File: src/rtl/rpr_pkg.sv
package rpr_pkg;
  typedef enum logic {
    TRIG_EDGE  = 1'b0,
    TRIG_LEVEL = 1'b1
  } trig_e;
endpackage

File: src/rtl/rpr_capture.sv
module rpr_capture #(
  parameter int NLINES = 8
) (
  input  logic              clk,
  input  logic              rst,
  input  logic [NLINES-1:0] req_in,
  input  logic [NLINES-1:0] trig_level,
  output logic [NLINES-1:0] pend_q
);
  import rpr_pkg::*;

  logic [NLINES-1:0] seen_q;
  logic [NLINES-1:0] pend_d;

  generate
    for (genvar i = 0; i < NLINES; i++) begin : g_line
      always_comb begin
        if (trig_e'(trig_level[i]) == TRIG_LEVEL)
          pend_d[i] = req_in[i];
        else
          pend_d[i] = pend_q[i] | (req_in[i] & ~seen_q[i]);
      end
    end
  endgenerate

  always_ff @(posedge clk) begin
    if (rst) begin
      pend_q <= '0;
      seen_q <= '0;
    end else begin
      pend_q <= pend_d;
      seen_q <= req_in;
    end
  end

  // level lines mirror the previously sampled input
  assert_level_follow_R1: assert property (@(posedge clk) disable iff (rst)
    1'b1 |=> ((pend_q & $past(trig_level)) == ($past(req_in) & $past(trig_level))));

  // a rising edge on an edge line sets its request bit
  assert_edge_capture_R2: assert property (@(posedge clk) disable iff (rst)
    1'b1 |=> ((pend_q & $past(~trig_level & req_in & ~seen_q)) ==
              $past(~trig_level & req_in & ~seen_q)));
endmodule

File: src/rtl/rpr_rot_scan.sv
module rpr_rot_scan #(
  parameter int NLINES = 8,
  localparam int IDXW  = $clog2(NLINES)
) (
  input  logic [NLINES-1:0] vec,
  input  logic [IDXW-1:0]   base,
  output logic [IDXW:0]     rank,
  output logic [IDXW-1:0]   line,
  output logic              found
);
  always_comb begin
    rank  = (IDXW+1)'(NLINES);
    line  = '0;
    found = 1'b0;
    for (int p = NLINES - 1; p >= 0; p--) begin
      logic [IDXW-1:0] cand;
      cand = IDXW'(p) + base;
      if (vec[cand]) begin
        rank  = (IDXW+1)'(p);
        line  = cand;
        found = 1'b1;
      end
    end
  end

  // a reported line is always a set bit of the scanned vector
  always_comb begin
    if (found) assert_scan_hit_R5: assert (vec[line]);
    else       assert_scan_none_R9: assert (vec == '0);
  end
endmodule

File: src/rtl/rot_prio_resolver.sv
module rot_prio_resolver #(
  parameter int NLINES       = 8,
  parameter int CASCADE_LINE = 2,
  parameter bit IS_MASTER    = 1'b1,
  localparam int IDXW        = $clog2(NLINES)
) (
  input  logic              clk,
  input  logic              rst,
  input  logic [NLINES-1:0] req_in,
  input  logic [NLINES-1:0] trig_level,
  input  logic [NLINES-1:0] mask,
  input  logic [NLINES-1:0] in_service,
  input  logic [IDXW-1:0]   rot_base,
  input  logic              nest_en,
  input  logic              smask_en,
  output logic              irq_valid,
  output logic [IDXW-1:0]   irq_line
);
  logic [NLINES-1:0] pend_q;
  logic [NLINES-1:0] cand_set;
  logic [NLINES-1:0] isr_eff;
  logic [IDXW:0]     req_rank, isr_rank;
  logic [IDXW-1:0]   req_line, isr_line;
  logic              req_found, isr_found;

  rpr_capture #(.NLINES(NLINES)) u_cap (
    .clk(clk), .rst(rst), .req_in(req_in),
    .trig_level(trig_level), .pend_q(pend_q)
  );

  assign cand_set = pend_q & ~mask;

  always_comb begin
    isr_eff = in_service;
    if (smask_en) isr_eff = isr_eff & ~mask;
    if (IS_MASTER && nest_en) isr_eff[CASCADE_LINE] = 1'b0;
  end

  rpr_rot_scan #(.NLINES(NLINES)) u_req_scan (
    .vec(cand_set), .base(rot_base), .rank(req_rank),
    .line(req_line), .found(req_found)
  );

  rpr_rot_scan #(.NLINES(NLINES)) u_isr_scan (
    .vec(isr_eff), .base(rot_base), .rank(isr_rank),
    .line(isr_line), .found(isr_found)
  );

  assign irq_valid = req_found && (req_rank < isr_rank);
  assign irq_line  = irq_valid ? req_line : '0;

  // the reported line is never masked and is pending
  assert_unmasked_win_R4: assert property (@(posedge clk) disable iff (rst)
    irq_valid |-> (!mask[irq_line] && pend_q[irq_line]));

  // an in-service line at the winner's own position always blocks
  assert_equal_blocks_R6: assert property (@(posedge clk) disable iff (rst)
    (req_found && isr_found && isr_line == req_line) |-> !irq_valid);

  // nothing pending means no request and a zero line number
  assert_idle_quiet_R9: assert property (@(posedge clk) disable iff (rst)
    (cand_set == '0) |-> (!irq_valid && irq_line == '0));
endmodule

File: config.mk
export PLATFORM = sky130hd
export DESIGN_NAME = rot_prio_resolver
export DESIGN_NICKNAME = d
export VERILOG_FILES = /design/src/rtl/rpr_pkg.sv /design/src/rtl/rpr_capture.sv /design/src/rtl/rpr_rot_scan.sv /design/src/rtl/rot_prio_resolver.sv
export SDC_FILE = /design/constraint.sdc
export NUM_CORES = 1
export LEC_CHECK = 0
export CELL_PAD_IN_SITES_DETAIL_PLACEMENT = 0
export CELL_PAD_IN_SITES_GLOBAL_PLACEMENT = 1
export CORE_ASPECT_RATIO = 1.1
export CORE_MARGIN = 2
export CORE_UTILIZATION = 42
export CTS_CLUSTER_DIAMETER = 30
export CTS_CLUSTER_SIZE = 16
export DETAILED_ROUTE_END_ITERATION = 6
export PLACE_DENSITY = 0.91
export SLEW_MARGIN = 20
export SYNTH_ARGS = -nofsm -noshare
export SYNTH_HDL_FRONTEND = slang
export SYNTH_HIERARCHICAL = 1
export SYNTH_SLANG_ARGS = --single-unit
File: constraint.sdc
create_clock -name clk -period 6.92 [get_ports clk]
set_clock_uncertainty 0.15 [all_clocks]
set_input_delay 1.384 -clock clk [delete_from_list [all_inputs] [get_ports clk]]
set_output_delay 1.384 -clock clk [all_outputs]
set_load 0.1 [all_outputs]
==> results of run 1 <==
worst paths after layout:
check                     to  slack (ns)       startpoint  depth (start not counted)
max              irq_line[0]        0.33      rot_base[1]                         12
min          u_cap/pend_q[1]        0.33  u_cap/seen_q[1]                          2
max reg2reg  u_cap/pend_q[2]        6.04  u_cap/pend_q[2]                          2
min reg2reg  u_cap/pend_q[1]        0.33  u_cap/seen_q[1]                          2
area by class of cell:
type / count / area (um^2)
tap: 58 / 72.6
multi-input combinational: 177 / 1720
clock buffer: 4 / 55.1
inverter: 11 / 41.3
fill: 421 / 2270
sequential: 16 / 320
timing repair buffer: 50 / 520
through the flow:
stage | hold WS (ns) | setup WS [ns] | cell area, um^2 | total power [mW] | utilization (%)
floorplan | 0.284 | 0.593 | 2180 | 0.326 | -
global placement | 0.302 | 0.393 | 2670 | 0.418 | 53.5
detailed placement | 0.314 | 0.358 | 2670 | 0.422 | 53.5
CTS | 0.328 | 0.344 | 2730 | 0.503 | 54.6
global route | 0.357 | 0.104 | 2730 | 0.532 | 54.6
finish | 0.331 | 0.329 | 2730 | 0.504 | 54.6
power by group:
| group | total (mW) | internal (mW) | switching (mW) |
|---|---|---|---|
| clock network | 0.0818 | 0.0505 | 0.0313 |
| registers | 0.100 | 0.0984 | 0.00193 |
| logic | 0.321 | 0.146 | 0.175 |
| total | 0.504 | 0.295 | 0.209 |
sequential cells by signal (all words and copies together), names as in the netlist:
| name | count |
|---|---|
| u_cap/pend_q | 8 |
| u_cap/seen_q | 8 |
per-layer routing:
metal / vias to the layer above / track usage (%) / wire (um)
met3: 9 / 1.52 / 229
met2: 69 / 32.9 / 2530
met5: - / 0 / 0
met4: 0 / 5.74 / 92
met1: 904 / 24.6 / 2310
li1: 917 / - / -
tightest hold or removal path: stages, from the launching register on:
cell and delay (ns):
dfxtp_1 0.30, nand2b_1 0.06, a21o_1 0.10
==> impl_metrics.json, run 1 <==
{
  "status": "complete, no violations",
  "antenna_found_initial": 0,
  "routed_wl_um": 5160,
  "slew_headroom_pct": 53.5,
  "syn_area_um2": 2180,
  "fmax_ghz": 0.152,
  "grt_pass1_wl_um": 8740,
  "numCtsBuffers": 3,
  "dpl.hpwl_um": 4150,
  "finalHoldViolCount": 0,
  "crit_type": "input port to output port",
  "yosysWarnings": 6,
  "drtIter0Drc": 106,
  "clockBufferDepth": 2,
  "syn_area_per_cell_um2": 10.0,
  "layout_common_cells": "clkdlybuf4s50_1 (38), mux4_2 (21), dfxtp_1 (16)",
  "grt_pass1_vias": 1906,
  "die_height_um": 79.6,
  "clock-root-buffer": "clkbuf_8",
  "fin_nets": 305,
  "cts_setup_buffers": 0,
  "dr.pass1.iters": 4,
  "path_max_fanout": 14,
  "core_area_um2": 5000,
  "numPortBuffers": 42,
  "worst_pin_slew_ns": 0.691,
  "worst-path-buf-inv": 4,
  "crit_path_top_delay_cell": "clkdlybuf4s50_1",
  "path_cells": "clkdlybuf4s50_1 > buf_4 > buf_4 > mux4_2 > mux2_2 > nor2_1 > and3_1 > and2_1 > ha_1 > a211oi_1 > and3_1 > buf_12",
  "startpoint_type": "input port",
  "syn_inst": 217,
  "vdd_drop_max_uv": 138,
  "rsz0062_at_grt": "false",
  "dieArea_um2": 5780,
  "initial_core_util_pct": 43.6,
  "period_share_pct": 95.2,
  "path_delay_family": "buffers and inverters",
  "setup_viol": 0,
  "dp_cells": 312,
  "critical_path_required_ns": 5.39,
  "viasPerCell": 6.01,
  "critPathArrivalTime_ns": 5.06,
  "p_leak_nw": 1.09,
  "boundaryPins": 43,
  "vias": 1899,
  "worst_path_largest_cell_delay_ns": 0.64,
  "rows": 27,
  "routabilityCongestion": 0.870,
  "grt_usage_pct": 18.9,
  "cts_sinks": 16,
  "drive_gt1_share_pct": 24.8,
  "cp-end-kind": "output port",
  "syn-num-nets": 263,
  "ctsResizeCount": 0,
  "drv_slew": 0,
  "syn2layout_area_growth_pct": 25.2,
  "tritoncts": "built",
  "postCtsHoldBufs": 0,
  "routedWlPerCell_um": 16.3,
  "pwr_density_cell_nw_per_um2": 185,
  "clock_latency_ns": 0.25,
  "overflow": 0,
  "cts.clk_slew.worst_paths_ns": 0.06,
  "hold_path.class": "flop to flop",
  "tns_ns": 0,
  "maxCapViolCount": 0,
  "drcViolationCount": 0,
  "ant_nets": 0,
  "grt_max_degree": 17,
  "diodes": 0,
  "die_w_um": 72.7,
  "final_common_cell": "clkdlybuf4s50_1",
  "period_minus_slack_ns": 6.59,
  "htree_levels": 1,
  "final_cells": 316
}
Power figures use the tool's default switching activity.
==> run 2, diff against run 1 <==
- CORE_ASPECT_RATIO: 1.1 -> 1.4
==> run 2 against run 1 <==
Highest routed layer unchanged. Register-to-register slack barely moved. Sequential cell count did not move. Hold slack got worse by 0.0061 ns. Die area rose by 0.13%. First-iteration DRC count fell by 39%. Via count rose by 0.26%. Largest power group unchanged. Non-clock buffer count fell by 1. Cell count rose by 2.2%. Critical path depth rose by 1. Sequential share of layout area barely moved. Routed wire length fell by 5.8%.
==> impl_metrics.json, run 2 (synthesis gave the netlist of run 1 again) <==
{
  "numCtsBuffers": 3,
  "dieArea_um2": 5790,
  "clkPwrFrac_pct": 16.6,
  "pre_cts_ws_ns": 0.358,
  "critPathArrivalTime_ns": 5.01,
  "critical_path_required_ns": 5.39,
  "vias": 1904,
  "ant_nets": 0,
  "grt_pass1_vias": 1850,
  "hold_path.class": "flop to flop",
  "grt_usage_pct": 17.5,
  "rsz0062_at_grt": "false",
  "dpl.hpwl_um": 4000,
  "drtIter0Drc": 65,
  "fin_ws_ns": 0.378,
  "ctsResizeCount": 0,
  "cp_common_cell": "ha_1",
  "rows": 31,
  "p_int_mw": 0.294,
  "final_common_cell": "clkdlybuf4s50_1",
  "routabilityCongestion": 0.962,
  "maxCapViolCount": 0,
  "core_area_um2": 5080,
  "top_regs": "u_cap/pend_q: 8 flops, u_cap/seen_q: 8 flops",
  "crit_type": "input port to output port",
  "overflow": 0,
  "p_leak_nw": 1.08,
  "cp-end-kind": "output port",
  "tritoncts": "built",
  "dr.pass1.iters": 4,
  "worst_path_largest_cell_delay_ns": 0.57,
  "boundaryPins": 43,
  "switching_power_mw": 0.207,
  "drcViolationCount": 0,
  "multiInputGateArea_um2": 1720,
  "drive_gt1_share_pct": 24.5,
  "period_share_pct": 94.5,
  "crit_path_top_delay_cell": "mux4_2",
  "diodes": 0,
  "slew_headroom_pct": 52.9,
  "fin_total_pwr_mw": 0.502,
  "min_path_cells": 1,
  "initial_core_util_pct": 42.9,
  "seqPwrFrac_pct": 20.0,
  "period_minus_slack_ns": 6.54,
  "p_sw_share_pct": 41.3,
  "rr_startpoint": "u_cap/pend_q[3]",
  "viasPerCell": 5.89,
  "drv_slew": 0,
  "cts_sinks": 16,
  "path_max_fanout": 7,
  "status": "complete, no violations",
  "fin_nets": 304,
  "startpoint_type": "input port",
  "path_cells": "clkdlybuf4s50_1 > buf_4 > clkinv_1 > ha_1 > mux4_2 > mux2_2 > nor3_1 > and2_1 > inv_1 > ha_1 > a211oi_1 > and3_1 > buf_12",
  "pwr_density_cell_nw_per_um2": 184,
  "setup_viol": 0,
  "syn2layout_area_growth_pct": 25.3,
  "vdd_drop_max_uv": 158,
  "die_height_um": 89.2,
  "grt_max_degree": 18,
  "tns_ns": 0,
  "worst_hold_startpoint": "u_cap/pend_q[7]",
  "htree_levels": 1,
  "clock_latency_ns": 0.25,
  "postCtsHoldBufs": 0,
  "pwr-share-comb_pct": 63.4,
  "final_util_pct": 53.8,
  "r2r_end": "u_cap/pend_q[3]",
  "clock-root-buffer": "clkbuf_8",
  "layout_common_cells": "clkdlybuf4s50_1 (38), mux4_2 (21), dfxtp_1 (16)",
  "antenna_found_initial": 0,
  "cts_setup_buffers": 0,
  "holdPathEnd": "u_cap/pend_q[7]",
  "register_area_um2": 320,
  "cts.clk_slew.worst_paths_ns": 0.06,
  "worst_pin_slew_ns": 0.704,
  "whs_ns": 0.325,
  "clockBufferDepth": 2,
  "fmax_ghz": 0.153,
  "die_w_um": 64.9,
  "routedWlPerCell_um": 15.1,
  "fillers": 452,
  "finalHoldViolCount": 0,
  "routed_wl_um": 4860,
  "grt_pass1_wl_um": 8120,
  "worst_r2r_path_depth": 2,
  "regToRegSetupSlack_ns": 6.04,
  "numPortBuffers": 42
}
run 2: cell count changes in the layout (fill, tap and decap cells not counted), sizes merged:
| cell | previous run | this run |
|---|---|---|
| buf | 12 | 11 |
run 2: worst max-delay path by stage:
stage / startpoint / endpoint / cells past startpoint
after floorplan: rot_base[0] / irq_line[0] / 11
after global placement: rot_base[0] / irq_line[1] / 14
after detailed placement: rot_base[0] / irq_line[0] / 13
after CTS: rot_base[0] / irq_line[0] / 13
after global routing: rot_base[0] / irq_line[2] / 12
final: rot_base[0] / irq_line[0] / 13
run 2: metal layers:
layer  vias to the layer above  global-route usage, %  routed length, um
li1                        908                      -                  -
met1                       901                   19.5               1930
met2                        82                   34.3               2560
met3                        13                   1.01                248
met4                         0                   7.35                120
met5                         -                      0                  0
run 2: worst max-delay path, delay by kind of cell:
family / cells / cell delay (ns)
and+or+nand+nor: 3 / 0.64
adders and majority gates: 2 / 0.69
muxes: 2 / 0.85
buffers and inverters: 5 / 1.09
AOI/OAI and AO/OA: 1 / 0.34
run 2: layout make-up:
type	count	share of cell area, %
inverter	11	1.51
clock buffer	4	2.02
multi-input combinational	177	62.9
sequential	16	11.7
tap	66	3.02
timing repair buffer	49	18.8
run 2: power by group through the flow:
| stage | Sequential [mW] | Clock, mW | Combinational, mW |
|---|---|---|---|
| after floorplan | 0.102 | 0 | 0.224 |
| after global placement | 0.102 | 0 | 0.315 |
| after detailed placement | 0.103 | 0 | 0.317 |
| after CTS | 0.101 | 0.0840 | 0.319 |
| after global routing | 0.101 | 0.0900 | 0.341 |
| final | 0.100 | 0.0831 | 0.318 |
run 2: per-stage QoR:
step,instances,area (um^2)
2_1_floorplan,217,2180
3_3_place_gp,319,2680
3_5_place_dp,319,2680
4_1_cts,323,2730
5_1_grt,323,2730
6_report,323,2730
==> run 3, diff against run 2 <==
- HOLD_SLACK_MARGIN: not set -> 0.03
- PLACE_DENSITY: 0.91 -> not set
- PLACE_DENSITY_LB_ADDON: not set -> 0.05
==> run 3 against run 2 <==
Routed wire length grew 6.3%. Clock power shrank 2.8%. Core utilization grew 0.15 points. Highest routed layer unchanged. Sequential cell count is the same. Die area is the same. Fmax grew 0.31%. Global-route usage grew 1.4 points. Hold slack lost 0.0040 ns. Design area grew 0.27%. Critical path depth grew 1. Register-to-register slack is essentially flat. Worst setup slack gained 0.020 ns.
==> impl_metrics.json, run 3 (synthesis gave the netlist of run 1 again) <==
{
  "period_share_pct": 94.2,
  "dpl.hpwl_um": 4220,
  "drcViolationCount": 0,
  "multiInputGateArea_um2": 1720,
  "clkPwrFrac_pct": 16.1,
  "setup_viol": 0,
  "routabilityCongestion": 0.805,
  "critPathArrivalTime_ns": 4.99,
  "grt_pass1_vias": 1775,
  "p_leak_nw": 1.09,
  "initial_core_util_pct": 42.9,
  "vias": 1883,
  "dieArea_um2": 5790,
  "cts_setup_buffers": 0,
  "fmax_ghz": 0.153,
  "numCtsBuffers": 3,
  "crit_path_top_delay_cell": "mux4_2",
  "pwr_density_cell_nw_per_um2": 184,
  "viasPerCell": 5.81,
  "register_area_um2": 320,
  "overflow": 0,
  "core_area_um2": 5080,
  "diodes": 0,
  "path_cells": "clkdlybuf4s50_1 > buf_4 > inv_1 > ha_1 > mux4_2 > mux2i_1 > nand3_1 > a311oi_1 > inv_1 > ha_1 > or3b_1 > o2111ai_2 > and3_1 > buf_12",
  "switching_power_mw": 0.208,
  "hold_path.class": "flop to flop",
  "fillers": 471,
  "drive_gt1_share_pct": 24.8,
  "grt_usage_pct": 18.9,
  "clock_latency_ns": 0.24,
  "finalHoldViolCount": 0,
  "routedWlPerCell_um": 16.0,
  "routed_wl_um": 5170,
  "top_regs": "u_cap/pend_q: 8 flops, u_cap/seen_q: 8 flops",
  "dr.pass1.iters": 4,
  "ctsResizeCount": 0,
  "ant_nets": 0,
  "maxCapViolCount": 0,
  "boundaryPins": 43,
  "layout_common_cells": "clkdlybuf4s50_1 (38), mux4_2 (21), dfxtp_1 (16)",
  "vdd_drop_max_uv": 128,
  "cts_sinks": 16,
  "stdcell_area_um2": 2740,
  "slew_headroom_pct": 54.1,
  "p_sw_share_pct": 41.4,
  "pre_cts_ws_ns": 0.402,
  "drv_slew": 0,
  "cts.clk_slew.worst_paths_ns": 0.06,
  "pwr-share-comb_pct": 64.0,
  "period_minus_slack_ns": 6.52,
  "drtIter0Drc": 115,
  "fin_nets": 305,
  "numPortBuffers": 42,
  "rsz0062_at_grt": "false",
  "grt_pass1_wl_um": 8470,
  "grt_max_degree": 19,
  "rows": 31,
  "tritoncts": "built",
  "path_delay_family": "buffers and inverters",
  "die_height_um": 89.2,
  "die_w_um": 64.9,
  "tns_ns": 0,
  "syn2layout_area_growth_pct": 25.7,
  "seqPwrFrac_pct": 19.9,
  "fin_ws_ns": 0.399,
  "worst_pin_slew_ns": 0.686,
  "p_int_mw": 0.295,
  "clock-root-buffer": "clkbuf_8",
  "worst_path_largest_cell_delay_ns": 0.56,
  "status": "complete, no violations",
  "worst-path-buf-inv": 5,
  "postCtsHoldBufs": 0,
  "antenna_found_initial": 0,
  "critical_path_required_ns": 5.39,
  "clockBufferDepth": 2,
  "path_max_fanout": 16,
  "final_common_cell": "clkdlybuf4s50_1",
  "cp-end-kind": "output port",
  "place_area_um2": 2680,
  "htree_levels": 1,
  "startpoint_type": "input port",
  "fin_total_pwr_mw": 0.503,
  "crit_type": "input port to output port"
}
## run 3: cell types whose count changed in the layout (fill, tap and decap cells not counted)
cell and delta:
buf_4 +1
## run 3: final timing paths
| path | startpoint | to | slack, ns | cells past startpoint |
|---|---|---|---|---|
| worst min register to register | u_cap/pend_q[7] | u_cap/pend_q[7] | 0.32 | 1 |
| worst max register to register | u_cap/pend_q[1] | u_cap/pend_q[1] | 6.04 | 2 |
| worst max-delay path | rot_base[1] | irq_line[2] | 0.40 | 14 |
| worst min-delay path | u_cap/pend_q[7] | u_cap/pend_q[7] | 0.32 | 1 |
## run 3: cell type report
cell class	instances	area share (%)
multi-input cells	177	62.8
repair buffers	50	19.0
flip-flops and latches	16	11.7
well taps	66	3.02
clock buffers	4	2.01
inverters	11	1.51
## run 3: power by group through the flow
stage | Sequential, mW | Combinational, mW | Clock [mW]
floorplan | 0.102 | 0.224 | 0
global placement | 0.102 | 0.320 | 0
detailed placement | 0.102 | 0.322 | 0
CTS | 0.100 | 0.322 | 0.0846
global route | 0.101 | 0.345 | 0.0898
finish | 0.100 | 0.322 | 0.0808
## run 3: stage by stage
stage          hold slack, ns  instances  utilization (%)
4_1_cts                 0.325        324             53.9
3_5_place_dp            0.310        320             52.8
6_report                0.321        324             53.9
5_1_grt                 0.347        324             53.9
3_3_place_gp            0.303        320             52.8
2_1_floorplan           0.284        217                -
## run 3: routing by layer
layer	vias to the layer above	routed length, um	GRT usage, %
li1	909	-	-
met1	898	2100	23.5
met2	68	2790	34.3
met3	8	204	0.882
met4	0	76	7.74
met5	-	0	0
